$ cat config.mk
export PLATFORM = sky130hd
export DESIGN_NAME = qdma_ctl
export DESIGN_NICKNAME = d
export VERILOG_FILES = /design/src/rtl/qdma_pkg.sv /design/src/rtl/qdma_chan.sv /design/src/rtl/qdma_arb.sv /design/src/rtl/qdma_cpl.sv /design/src/rtl/qdma_ctl.sv
export SDC_FILE = /design/constraint.sdc
export NUM_CORES = 1
export LEC_CHECK = 0
export ABC_AREA = 1
export CAP_MARGIN = 25
export CORE_MARGIN = 10
export CORE_UTILIZATION = 30
export DETAILED_ROUTE_END_ITERATION = 12
export SETUP_SLACK_MARGIN = 0.5
export SYNTH_ARGS = -nofsm -noshare
export SYNTH_HDL_FRONTEND = slang
export SYNTH_SLANG_ARGS = --single-unit
$ cat constraint.sdc
create_clock -name clk_i -period 2.07 [get_ports clk_i]
set_clock_uncertainty 0.05 [all_clocks]
set_input_delay 0.3105 -clock clk_i [delete_from_list [all_inputs] [get_ports clk_i]]
set_output_delay 0.3105 -clock clk_i [all_outputs]
set_load 0.02 [all_outputs]
$ cat src/rtl/qdma_pkg.sv
package qdma_pkg;
  localparam int ADDR_W = 16;
  localparam int DATA_W = 32;
  localparam int CODE_W = 6;
  localparam int CPL_N  = 1 << CODE_W;
  localparam int HALF_N = CPL_N / 2;

  localparam logic [ADDR_W-1:0] MAP_BASE   = 16'h0200;
  localparam logic [ADDR_W-1:0] EN_STAT    = 16'h0300;
  localparam logic [ADDR_W-1:0] EN_SET     = 16'h0304;
  localparam logic [ADDR_W-1:0] EN_CLR     = 16'h0308;
  localparam logic [ADDR_W-1:0] SEC_REG    = 16'h0310;
  localparam logic [ADDR_W-1:0] MISS_REG   = 16'h0314;
  localparam logic [ADDR_W-1:0] CPL_LO     = 16'h0320;
  localparam logic [ADDR_W-1:0] CPL_HI     = 16'h0324;
  localparam logic [ADDR_W-1:0] CPL_CLR_LO = 16'h0328;
  localparam logic [ADDR_W-1:0] CPL_CLR_HI = 16'h032C;
endpackage

$ cat src/rtl/qdma_chan.sv
module qdma_chan #(
  parameter int SLOT_W = 9,
  parameter int WORD_W = 3
) (
  input  logic              clk_i,
  input  logic              rst_ni,
  input  logic              map_we_i,
  input  logic [SLOT_W-1:0] map_slot_i,
  input  logic [WORD_W-1:0] map_word_i,
  input  logic              en_set_i,
  input  logic              en_clr_i,
  input  logic              sec_clr_i,
  input  logic              miss_clr_i,
  input  logic              par_we_i,
  input  logic [SLOT_W-1:0] par_slot_i,
  input  logic [WORD_W-1:0] par_word_i,
  input  logic              ack_i,
  output logic              en_o,
  output logic              sec_o,
  output logic              miss_o,
  output logic              pend_o,
  output logic [SLOT_W-1:0] map_slot_o,
  output logic [WORD_W-1:0] map_word_o,
  output logic [SLOT_W-1:0] trig_slot_o
);
  logic mapped, hit, busy;

  assign mapped = (map_slot_o != '0) || (map_word_o != '0);
  assign hit    = par_we_i && mapped && en_o &&
                  (par_slot_i == map_slot_o) && (par_word_i == map_word_o);
  assign busy   = pend_o || sec_o;

  always_ff @(posedge clk_i or negedge rst_ni) begin
    if (!rst_ni) begin
      map_slot_o  <= '0;
      map_word_o  <= '0;
      en_o        <= 1'b0;
      sec_o       <= 1'b0;
      miss_o      <= 1'b0;
      pend_o      <= 1'b0;
      trig_slot_o <= '0;
    end else begin
      if (map_we_i) begin
        map_slot_o <= map_slot_i;
        map_word_o <= map_word_i;
      end
      en_o <= (en_o | en_set_i) & ~en_clr_i;
      // acknowledge outranks any clear
      if (ack_i)           sec_o <= 1'b1;
      else if (sec_clr_i)  sec_o <= 1'b0;
      if (hit && busy)     miss_o <= 1'b1;
      else if (miss_clr_i) miss_o <= 1'b0;
      if (hit && !busy) begin
        pend_o      <= 1'b1;
        trig_slot_o <= map_slot_o;
      end else if (ack_i) begin
        pend_o <= 1'b0;
      end
    end
  end
endmodule

$ cat src/rtl/qdma_arb.sv
module qdma_arb #(
  parameter int NUM_CH = 8,
  parameter int SLOT_W = 9,
  localparam int CH_W  = $clog2(NUM_CH)
) (
  input  logic                           clk_i,
  input  logic                           rst_ni,
  input  logic [NUM_CH-1:0]              pend_i,
  input  logic [NUM_CH-1:0][SLOT_W-1:0]  slot_i,
  input  logic                           ack_i,
  output logic                           valid_o,
  output logic [CH_W-1:0]                chan_o,
  output logic [SLOT_W-1:0]              slot_o,
  output logic [NUM_CH-1:0]              ack_vec_o
);
  logic [CH_W-1:0] pick;
  logic            fire;

  always_comb begin
    pick = '0;
    for (int i = NUM_CH - 1; i >= 0; i--) begin
      if (pend_i[i]) pick = CH_W'(i);
    end
  end

  assign fire   = valid_o && ack_i;
  assign slot_o = slot_i[chan_o];

  always_comb begin
    ack_vec_o = '0;
    ack_vec_o[chan_o] = fire;
  end

  always_ff @(posedge clk_i or negedge rst_ni) begin
    if (!rst_ni) begin
      valid_o <= 1'b0;
      chan_o  <= '0;
    end else if (fire) begin
      valid_o <= 1'b0;
    end else if (!valid_o && (pend_i != '0)) begin
      valid_o <= 1'b1;
      chan_o  <= pick;
    end
  end
endmodule

$ cat src/rtl/qdma_cpl.sv
module qdma_cpl #(
  parameter int CODE_W = 6,
  localparam int CPL_N = 1 << CODE_W
) (
  input  logic              clk_i,
  input  logic              rst_ni,
  input  logic              done_i,
  input  logic [CODE_W-1:0] code_i,
  input  logic [CPL_N-1:0]  clr_i,
  output logic [CPL_N-1:0]  pend_o
);
  logic [CPL_N-1:0] set_vec;

  always_comb begin
    set_vec = '0;
    set_vec[code_i] = done_i;
  end

  always_ff @(posedge clk_i or negedge rst_ni) begin
    if (!rst_ni) pend_o <= '0;
    else         pend_o <= (pend_o & ~clr_i) | set_vec;
  end
endmodule

$ cat src/rtl/qdma_ctl.sv
module qdma_ctl
  import qdma_pkg::*;
#(
  parameter int NUM_CH = 8,
  parameter int SLOT_W = 9,
  parameter int WORD_W = 3,
  localparam int CH_W  = $clog2(NUM_CH),
  localparam int WORD_LSB = 2,
  localparam int SLOT_LSB = WORD_LSB + WORD_W,
  localparam int REGION_LSB = SLOT_LSB + SLOT_W
) (
  input  logic              clk_i,
  input  logic              rst_ni,
  input  logic              bus_valid_i,
  input  logic              bus_write_i,
  input  logic [ADDR_W-1:0] bus_addr_i,
  input  logic [DATA_W-1:0] bus_wdata_i,
  output logic [DATA_W-1:0] bus_rdata_o,
  output logic              slot_we_o,
  output logic [SLOT_W-1:0] slot_idx_o,
  output logic [WORD_W-1:0] slot_word_o,
  output logic [DATA_W-1:0] slot_wdata_o,
  output logic              req_valid_o,
  output logic [CH_W-1:0]   req_chan_o,
  output logic [SLOT_W-1:0] req_slot_o,
  input  logic              req_ack_i,
  input  logic              done_i,
  input  logic [CH_W-1:0]   done_chan_i,
  input  logic [CODE_W-1:0] done_code_i
);
  logic wr;
  logic [NUM_CH-1:0] en_q, sec_q, miss_q, pend_q, map_we, ack_vec;
  logic [NUM_CH-1:0][SLOT_W-1:0] map_slot, trig_slot;
  logic [NUM_CH-1:0][WORD_W-1:0] map_word;
  logic [CPL_N-1:0] cpl_q, cpl_clr;

  assign wr           = bus_valid_i && bus_write_i;
  assign slot_we_o    = wr && (bus_addr_i[ADDR_W-1:REGION_LSB] == 1);
  assign slot_idx_o   = bus_addr_i[SLOT_LSB +: SLOT_W];
  assign slot_word_o  = bus_addr_i[WORD_LSB +: WORD_W];
  assign slot_wdata_o = bus_wdata_i;

  generate
    for (genvar c = 0; c < NUM_CH; c++) begin : g_ch
      assign map_we[c] = wr && (bus_addr_i == MAP_BASE + ADDR_W'(4 * c));
      qdma_chan #(.SLOT_W(SLOT_W), .WORD_W(WORD_W)) u_chan (
        .clk_i       (clk_i),
        .rst_ni      (rst_ni),
        .map_we_i    (map_we[c]),
        .map_slot_i  (bus_wdata_i[SLOT_LSB +: SLOT_W]),
        .map_word_i  (bus_wdata_i[WORD_LSB +: WORD_W]),
        .en_set_i    (wr && bus_addr_i == EN_SET && bus_wdata_i[c]),
        .en_clr_i    (wr && bus_addr_i == EN_CLR && bus_wdata_i[c]),
        .sec_clr_i   ((done_i && done_chan_i == CH_W'(c)) ||
                      (wr && bus_addr_i == SEC_REG && bus_wdata_i[c])),
        .miss_clr_i  (wr && bus_addr_i == MISS_REG && bus_wdata_i[c]),
        .par_we_i    (slot_we_o),
        .par_slot_i  (slot_idx_o),
        .par_word_i  (slot_word_o),
        .ack_i       (ack_vec[c]),
        .en_o        (en_q[c]),
        .sec_o       (sec_q[c]),
        .miss_o      (miss_q[c]),
        .pend_o      (pend_q[c]),
        .map_slot_o  (map_slot[c]),
        .map_word_o  (map_word[c]),
        .trig_slot_o (trig_slot[c])
      );
    end
  endgenerate

  qdma_arb #(.NUM_CH(NUM_CH), .SLOT_W(SLOT_W)) u_arb (
    .clk_i     (clk_i),
    .rst_ni    (rst_ni),
    .pend_i    (pend_q),
    .slot_i    (trig_slot),
    .ack_i     (req_ack_i),
    .valid_o   (req_valid_o),
    .chan_o    (req_chan_o),
    .slot_o    (req_slot_o),
    .ack_vec_o (ack_vec)
  );

  always_comb begin
    cpl_clr = '0;
    if (wr && bus_addr_i == CPL_CLR_LO) cpl_clr[HALF_N-1:0]     = bus_wdata_i[HALF_N-1:0];
    if (wr && bus_addr_i == CPL_CLR_HI) cpl_clr[CPL_N-1:HALF_N] = bus_wdata_i[HALF_N-1:0];
  end

  qdma_cpl #(.CODE_W(CODE_W)) u_cpl (
    .clk_i  (clk_i),
    .rst_ni (rst_ni),
    .done_i (done_i),
    .code_i (done_code_i),
    .clr_i  (cpl_clr),
    .pend_o (cpl_q)
  );

  always_comb begin
    bus_rdata_o = '0;
    unique case (bus_addr_i)
      EN_STAT:  bus_rdata_o[NUM_CH-1:0] = en_q;
      SEC_REG:  bus_rdata_o[NUM_CH-1:0] = sec_q;
      MISS_REG: bus_rdata_o[NUM_CH-1:0] = miss_q;
      CPL_LO:   bus_rdata_o = cpl_q[HALF_N-1:0];
      CPL_HI:   bus_rdata_o = cpl_q[CPL_N-1:HALF_N];
      default: begin
        for (int c = 0; c < NUM_CH; c++) begin
          if (bus_addr_i == MAP_BASE + ADDR_W'(4 * c)) begin
            bus_rdata_o[SLOT_LSB +: SLOT_W] = map_slot[c];
            bus_rdata_o[WORD_LSB +: WORD_W] = map_word[c];
          end
        end
      end
    endcase
  end
endmodule

* Word level (Yosys, flattened, before mapping) *
Cells that the tools add are included.

storage, ports and cells
  word-level logic and storage cells = 398
  register bits = 268
  output and inout port bits = 90
  input bits = 63

cells by class
  reduce and logical (&&, ||, !) cells = 186
  bitwise logic cells = 30
  order comparisons = 4
  mux-type cells = 78
  equal/unequal tests = 41

operators with widths
  operator              count
  $eq 16x10->1 const B  17
  $and 64x64->64        2
  $logic_and 1x1->1     108
  $mux 12               8
  $eq 9x9->1            8
  $reduce_bool 9->1     8
  $mux 32               2
  $not 64->64           1
  $or 64x64->64         1
  $mux 1                52
  $reduce_bool 2->1     25
  $pmux 18 s2           1
  $pmux 6 s5            1
  $bmux 9 s3            1
  $eq 3x3->1            8
  $logic_or 1x1->1      24
  $mux 3                8
  $reduce_bool 3->1     8
  $pmux 6 s3            1
  $eq 3x3->1 const B    4
  $pmux 2 s5            1
  $logic_not 1->1       9
  $mux 9                1
  $not 1->1             9
  16 further kinds      31

* Logic depth before layout (Yosys ltp) *
Gate-level depths: netlist of run 1.

  depth after elaboration = 10
  gate-level depth with buffers = 16
  gate-level depth less buffers = 14

* Hierarchy *
From an unflattened synthesis of run 1, not the netlist that was laid out.

unflattened totals
  cells, all modules = 2461
  area, all modules = 16768.6 um^2

modules (own cells, without submodules)
  module     instances  cells an instance  area an instance (um^2)  sequential area each (um^2)
  qdma_chan  8          164                1255.0                   625.6
  qdma_ctl   1          647                3110.5                   0.0
  qdma_cpl   1          313                2706.3                   1601.5
  qdma_arb   1          189                912.1                    100.1

* Least setup slack after synthesis of run 1 *
Ideal clock, no wire load.

  path kind = input -> output
  from = input bus_addr_i[7]
  to = output bus_rdata_o[10]
  arrival time = 1728 ps
  stages on the path = 11
  path buffers = 2
  data required time = 1710 ps
  setup slack = -18 ps
  path through = buf_4 -> nor2_2 -> nand3_1 -> nor2_2 -> inv_2 -> nor2_4 -> nor2_2 -> nand4_2 -> buf_6 -> nor2_1 -> a21oi_2

between the ends
  word-level cells in the longest chain between the ends = 10
  elaborated cells on any way between the ends = 23
  those cells by class = 13 x eq/ne; 9 x mux; 1 x reduce/logical

ends and longest elaborated chain
  element                RTL line         text
  from (decl)            qdma_ctl.sv:16   input logic [ADDR_W-1:0] bus_addr_i,
  $eq 16x10->1           qdma_ctl.sv:109  if (bus_addr_i == MAP_BASE + ADDR_W'(4 * c)) begin
  $mux 12 (8 in series)  qdma_ctl.sv:109
  $pmux 6 s3 (*)         qdma_ctl.sv:101  unique case (bus_addr_i)
  to (decl)              qdma_ctl.sv:18   output logic [DATA_W-1:0] bus_rdata_o,

Mark *: on every way between the ends. The rest lies on a longest branch, timed or not.

* Worst setup path in the final report of run 1 *
  from = register u_arb.chan_o[0]
  to = output req_slot_o[0]

between the ends
  word-level cells in the longest chain between the ends = 2

ends and longest elaborated chain
  element                       RTL line        text
  from (decl)                   qdma_arb.sv:12  output logic [CH_W-1:0] chan_o,
  from (signal assigned)        qdma_arb.sv:42  chan_o <= pick;
  $bmux 9 s3                    qdma_arb.sv:27  assign slot_o = slot_i[chan_o];
  $mux 9 (implied by the code)  qdma_arb.sv:27
  to (decl)                     qdma_ctl.sv:25  output logic [SLOT_W-1:0] req_slot_o,

No other way between the ends. The select of a mux whose other input is x is not followed.

==> impl_metrics.py, run 1 <==
metrics = {
    "critical_path": {
        "cp.arrival_ps": 2180,
        "worst_setup_path_end_kind": "output port",
        "worstPathRequired_ps": 1710,
        "critPathLaunchType": "register",
        "critPathMaxFanout": 5,
        "worstSetupPathType": "register to output port",
    },
    "grt": {
        "gr-total-overflow": 0,
        "antenna_found_initial": 2,
        "grt_util_all_layers_pct": 24.23,
        "first_global_vias": 15440,
        "grt_max_degree": 52,
        "grt_pass1_wl_um": 103100,
    },
    "timing": {
        "finalHoldViolCount": 0,
        "whs_ps": 208.1,
        "tightestPinTransition_ps": 784.8,
        "maxSlewViolCount": 0,
        "grt_setup_unrepaired": "yes",
        "min_period_ps": 2541,
        "fmax_ghz": 0.3936,
        "fin_ws_ps": -470.9,
        "tns_ps": -13480,
        "relSlewSlack_pct": 47.62,
        "finalSetupViolations": 41,
        "period_share_pct": 122.7,
    },
    "logic_synthesis": {
        "ys_seq_area_share_pct": 46.72,
        "ys.flop_type": "dfrtp_1",
        "synth-edff-count": 0,
        "synth_top_family_by_area": "simple AND/OR/NAND/NOR gates",
        "ys_ff_latch": 268,
        "synth_compound_area_share_pct": 19.86,
        "synth-simple-area-share_pct": 22.38,
        "synth-xor-area-share_pct": 1.220,
        "synthMuxAreaShare_pct": 0,
        "async_reset_ff_share_pct": 100.0,
        "synth_area_mm2": 0.01436,
        "synth.distinct_cells": 44,
        "yosysWarnings": 0,
        "synth_adder_area_share_pct": 0,
        "syn_inst": 1775,
        "syn_area_per_cell_um2": 8.087,
        "syn_nets": 1838,
    },
    "routing": {
        "viasPerCell": 5.463,
        "wl_per_cell_um": 24.77,
        "drc_errors": 0,
        "drt_pass1_iterations": 5,
        "drt-total-wl_um": 71800,
        "ant_nets": 0,
        "drtIter0Drc": 1595,
        "vias": 15833,
    },
    "cts": {
        "clk_path_buf_depth": 3,
        "path_clk_slew_ps": 60,
        "cts_tree": "done",
        "cts.sinks": 268,
        "htreeDepth": 1,
        "numCtsBuffers": 30,
        "clock_latency_ps": 580,
        "root_buffer": "clkbuf_16",
    },
    "cells_and_area": {
        "fin_area_mm2": 0.02330,
        "syn_to_final_growth_pct": 62.33,
        "seq_area_mm2": 0.006725,
        "nFillCells": 4447,
        "fin_util_pct": 49.01,
        "stdcell_count": 2898,
        "multiInputGateArea_mm2": 0.008329,
        "layout-drive-gt1-share_pct": 42.68,
        "fin_nets": 2325,
    },
    "floorplan": {
        "dieArea_mm2": 0.05700,
        "die_h_um": 238.7,
        "io_pins": 153,
        "die_x_um": 238.7,
        "start_util_pct": 30.19,
        "rows": 80,
        "core_mm2": 0.04755,
    },
    "run_status": {
        "failed_checks": "negative setup slack",
        "status": "finished, violations left",
    },
    "power": {
        "power_density_mw_per_mm2": 541.7,
        "ir_drop_mv": 0.5946,
        "p_total_mw": 12.62,
        "p_leak_nw": 10.58,
    },
    "place": {
        "place_ws_ps": -1422,
        "routabilityCongestion": 1.019,
        "dp_cells": 2710,
        "port_buffers": 152,
        "place_area_mm2": 0.01891,
        "dpl.hpwl_um": 52890,
    },
    "run": {
        "maxCapViolations": 0,
    },
    "hold_path": {
        "hp-class": "primary input to asynchronous set/reset pin",
    },
}
Yosys cell counts (5+ instances only):
cell,n,share of area [%]
nor4_1,27,1.2
nor2_4,5,0.39
buf_6,12,0.94
a21oi_1,51,1.8
xor2_1,20,1.2
nand4_2,5,0.44
nor2_2,7,0.31
a221oi_1,10,0.61
dfrtp_1,268,47
o21ai_2,22,1.3
inv_2,19,0.50
buf_2,30,1.0
nand4_1,29,1.3
o22ai_1,46,2.0
inv_1,156,4.1
o211ai_1,6,0.31
nand2_2,11,0.48
a22oi_1,9,0.47
clkbuf_1,22,0.58
buf_4,50,2.6
nor3_1,31,1.1
nand2_1,410,11
nor3_2,9,0.63
nor2_1,81,2.1
a22o_1,35,2.1
o21ai_1,40,1.4
o21ai_0,242,8.4
nand3_1,89,3.1
registers in the layout, summed over array words and instances, names as in the netlist:
| name | count |
|---|---|
| u_cpl.pend_o | 64 |
| u_arb.valid_o | 1 |
| g_ch.u_chan.map_slot_o | 72 |
| g_ch.u_chan.sec_o | 8 |
| g_ch.u_chan.en_o | 8 |
| g_ch.u_chan.map_word_o | 24 |
| u_arb.chan_o | 3 |
| g_ch.u_chan.miss_o | 8 |
| g_ch.u_chan.trig_slot_o | 72 |
| g_ch.u_chan.pend_o | 8 |
power breakdown:
part	internal [mW]	switching, mW	leakage, nW
clock network	3.31	2.29	0.501
logic	0.500	0.858	6.52
registers	5.49	0.178	3.57
final cells by class:
cell class                      count  area share, %
Timing Repair inverter              1        0.01611
Antenna cell                        1        0.01074
Inverter                          177          3.168
Multi-Input combinational cell   1221          35.74
Clock buffer                       39          3.587
Timing Repair Buffer              563          24.59
Sequential cell                   268          28.86
Tap cell                          615          3.302
Clock inverter                     13         0.7249
cells in the final DEF, fill, tap and decap left out, types with 10 or more instances in the layout:
master and instances:
o22ai_1 35, clkdlybuf4s50_1 47, o21ai_1 66, nand2_1 275, buf_12 44, nand3_1 50
nor4_1 14, nand2_2 100, inv_2 28, nor3_4 15, buf_4 266, dfrtp_1 253
nand2_8 10, dfrtp_2 15, nand3_4 12, nor2_2 11, inv_1 128, nand4_1 29
a22o_4 20, nor4_2 13, o21ai_0 203, nand2_4 41, o21ai_2 34, buf_6 138
a21oi_1 36, dlygate4sd2_1 16, inv_4 14, nor3_1 16, nor2_4 31, dlymetal6s2s_1 18
a22o_1 15, xor2_1 18, clkbuf_16 35, a21oi_2 11, nand3_2 29, nor2_1 51
kinds of logic (layout without fill, tap and decap cells):
group | Yosys count | in the layout
simple gates | 713 | 718
other cells | 0 | 1
buf+inv | 291 | 793
flops | 268 | 268
compound gates | 483 | 483
xor+xnor | 20 | 20
routing by layer:
| layer | up-vias | track usage, % | share of wire (%) |
|---|---|---|---|
| met1 | 7816 | 32.04 | 41 |
| met3 | 175 | 5.959 | 9.3 |
| met5 | - | 0 | 0.025 |
| met4 | 2 | 10.50 | 5.2 |
| met2 | 815 | 36.88 | 44 |
| li1 | 7025 | - | - |
timing repair:
action	4_1_cts	5_1_grt
gates cloned	10	10
setup buffers	76	38
resized for setup	664	258
setup endpoints to repair	354	257
pin swaps	123	72
hold buffers	1	0
endpoints found under the hold margin	42	0
path summary, 6_finish.rpt:
kind                                                from                            end  slack (ps)  cells after the start
max                                      u_arb.chan_o[0]                  req_slot_o[0]        -470                      8
min                                               rst_ni               u_cpl.pend_o[16]         210                      2
max reg2reg                 g_ch[1].u_chan.map_slot_o[5]  g_ch[1].u_chan.trig_slot_o[1]          30                     11
min reg2reg                g_ch[3].u_chan.trig_slot_o[8]  g_ch[3].u_chan.trig_slot_o[8]         430                      2
max in group asynchronous                         rst_ni               u_cpl.pend_o[62]        1050                      3
min in group clk_i                             req_ack_i                  u_arb.valid_o         300                      2
worst max-delay path, cell delays in order, from the launching register on:
cell        delay, ps
dfrtp_2           440
clkinvlp_4        130
nor3_4             50
buf_6             130
buf_6             120
a22o_1            200
a21oi_2           160
nand4_1           180
buf_6             190
(Power assumes the default switching activity.)
==> run 2, diff against run 1 <==
- REMOVE_ABC_BUFFERS: unset -> 1
==> impl_metrics.py, run 2 (same netlist as run 1, synthesis figures left out) <==
metrics = {
    "critical_path": {
        "critPathLaunchType": "register",
        "cp_num_buf_inv": 4,
        "rr_endpoint": "g_ch[1].u_chan.trig_slot_o[7]",
        "critPathMaxFanout": 6,
        "worst_setup_path_end_kind": "output port",
        "worstPathRequired_ps": 1710,
        "reg2reg_depth": 13,
        "cpMaxStageDelayCell": "dfrtp_2",
        "cp.arrival_ps": 2230,
        "r2r_slack_ps": -30,
        "max_stage_delay_ps": 460,
        "worst_path_most_repeated_cell": "buf_6",
        "r2r_start": "g_ch[1].u_chan.map_word_o[0]",
        "worstSetupPathType": "register to output port",
        "cp_top_family": "buffers and inverters",
        "crit_chain": "buf_6 -> nand3_4 -> clkinv_4 -> a22o_1 -> a221oi_2 -> buf_4 -> nand4_1 -> buf_6",
    },
    "power": {
        "seq_power_share_pct": 45.8,
        "p_leak_nw": 10.64,
        "power.share.clock_pct": 43.6,
        "p_sw_mw": 3.217,
        "p_int_mw": 9.035,
        "power_density_mw_per_mm2": 531.2,
        "power_frac_comb_pct": 10.6,
        "p_total_mw": 12.25,
        "ir_drop_mv": 0.6662,
        "switching_share_pct": 26.25,
    },
    "cells_and_area": {
        "final_cell_mix": "buf_4, nand2_1, dfrtp_1, o21ai_0, buf_6",
        "layout-drive-gt1-share_pct": 42.44,
        "fin_nets": 2345,
        "syn_to_final_growth_pct": 60.66,
        "fin_util_pct": 48.51,
        "top_regs": "g_ch.u_chan.map_slot_o: 72 flops, g_ch.u_chan.trig_slot_o: 72 flops, u_cpl.pend_o: 64 flops",
        "final_common_cell": "buf_4",
    },
    "place": {
        "place_ws_ps": -1330,
        "port_buffers": 152,
        "dpl.hpwl_um": 52620,
        "routabilityCongestion": 1.017,
    },
    "run": {
        "maxCapViolations": 0,
    },
    "floorplan": {
        "io_pins": 153,
        "core_mm2": 0.04755,
        "dieArea_mm2": 0.05700,
        "rows": 80,
        "die_x_um": 238.7,
        "die_h_um": 238.7,
        "start_util_pct": 30.19,
    },
    "cts": {
        "numCtsBuffers": 31,
        "cts_tree": "done",
        "clk_path_buf_depth": 3,
        "path_clk_slew_ps": 60,
        "cts.sinks": 268,
        "root_buffer": "clkbuf_16",
        "clock_latency_ps": 600,
        "htreeDepth": 1,
    },
    "hold_path": {
        "hp-class": "primary input to asynchronous set/reset pin",
    },
    "timing": {
        "period_share_pct": 125.1,
        "fin_ws_ps": -520.0,
        "finalSetupViolations": 46,
        "fmax_ghz": 0.3861,
        "min_period_ps": 2590,
        "finalHoldViolCount": 0,
        "maxSlewViolCount": 0,
        "relSlewSlack_pct": 37.56,
        "tightestPinTransition_ps": 935.6,
        "tns_ps": -11320,
        "grt_setup_unrepaired": "yes",
    },
    "grt": {
        "first_global_vias": 15264,
        "grt_pass1_wl_um": 102100,
        "grt_util_all_layers_pct": 23.99,
        "grt_max_degree": 60,
        "antenna_found_initial": 3,
        "gr-total-overflow": 0,
    },
    "routing": {
        "ant_nets": 0,
        "wl_per_cell_um": 24.30,
        "drt_pass1_iterations": 6,
        "top_layer": "met5",
        "drt-total-wl_um": 70940,
        "vias": 15616,
        "wl_met2_um": 31550,
        "viasPerCell": 5.348,
        "wl_met3_um": 6437,
        "drtIter0Drc": 1742,
        "wl_met1_um": 29760,
        "drc_errors": 0,
    },
    "run_status": {
        "failed_checks": "negative setup slack",
        "status": "finished, violations left",
    },
}
run 2: power by group through the flow:
stage | Sequential [mW] | Combinational (mW) | Clock [mW]
4_1_cts | 5.60 | 1.26 | 5.41
3_3_place_gp | 5.68 | 1.18 | 0
6_report | 5.61 | 1.30 | 5.34
2_1_floorplan | 5.66 | 0.350 | 0
5_1_grt | 5.64 | 1.39 | 5.62
3_5_place_dp | 5.70 | 1.20 | 0
run 2: through the flow:
step,area [µm²],hold slack [ps],cells
floorplan,13610,-35.09,1661
global route,23060,260.3,2917
detailed placement,18560,265.6,2744
CTS,21730,237.9,2877
global placement,18560,266.1,2744
finish,23060,242.2,2920
run 2: how the worst max path moves through the flow:
stage	from	to	slack, ps	cells after the start
6_report	u_arb.chan_o[2]	req_slot_o[2]	-520	8
5_1_grt	u_arb.chan_o[2]	req_slot_o[2]	-590	9
4_1_cts	u_arb.chan_o[0]	req_slot_o[2]	-520	10
3_5_place_dp	bus_addr_i[15]	bus_rdata_o[4]	-1330	13
3_3_place_gp	bus_addr_i[1]	bus_rdata_o[7]	-1330	11
2_1_floorplan	bus_valid_i	g_ch[5].u_chan.trig_slot_o[0]	-420	11
run 2: final cells by class:
| type | count | area [µm²] |
|---|---|---|
| Fill cell | 4431 | 24480 |
| Multi-Input combinational cell | 1219 | 8015 |
| Sequential cell | 268 | 6735 |
| Timing Repair Buffer | 585 | 5873 |
| Clock buffer | 48 | 899.6 |
| Tap cell | 615 | 769.5 |
| Inverter | 177 | 704.4 |
| Clock inverter | 5 | 58.81 |
| Antenna cell | 3 | 7.507 |
run 2: routing by layer:
layer,global-route usage (%),vias to the layer above
li1,-,7063
met1,31.93,7630
met2,36.38,745
met3,6.051,176
met4,9.922,2
met5,0,-
run 2: what timing repair did:
item	in CTS	in global routing
endpoints found under the hold margin	49	0
setup endpoints to repair	353	202
gates resized for setup	749	268
pin swaps	108	119
cloned	13	4
hold buffers	1	0
buffers inserted	66	36
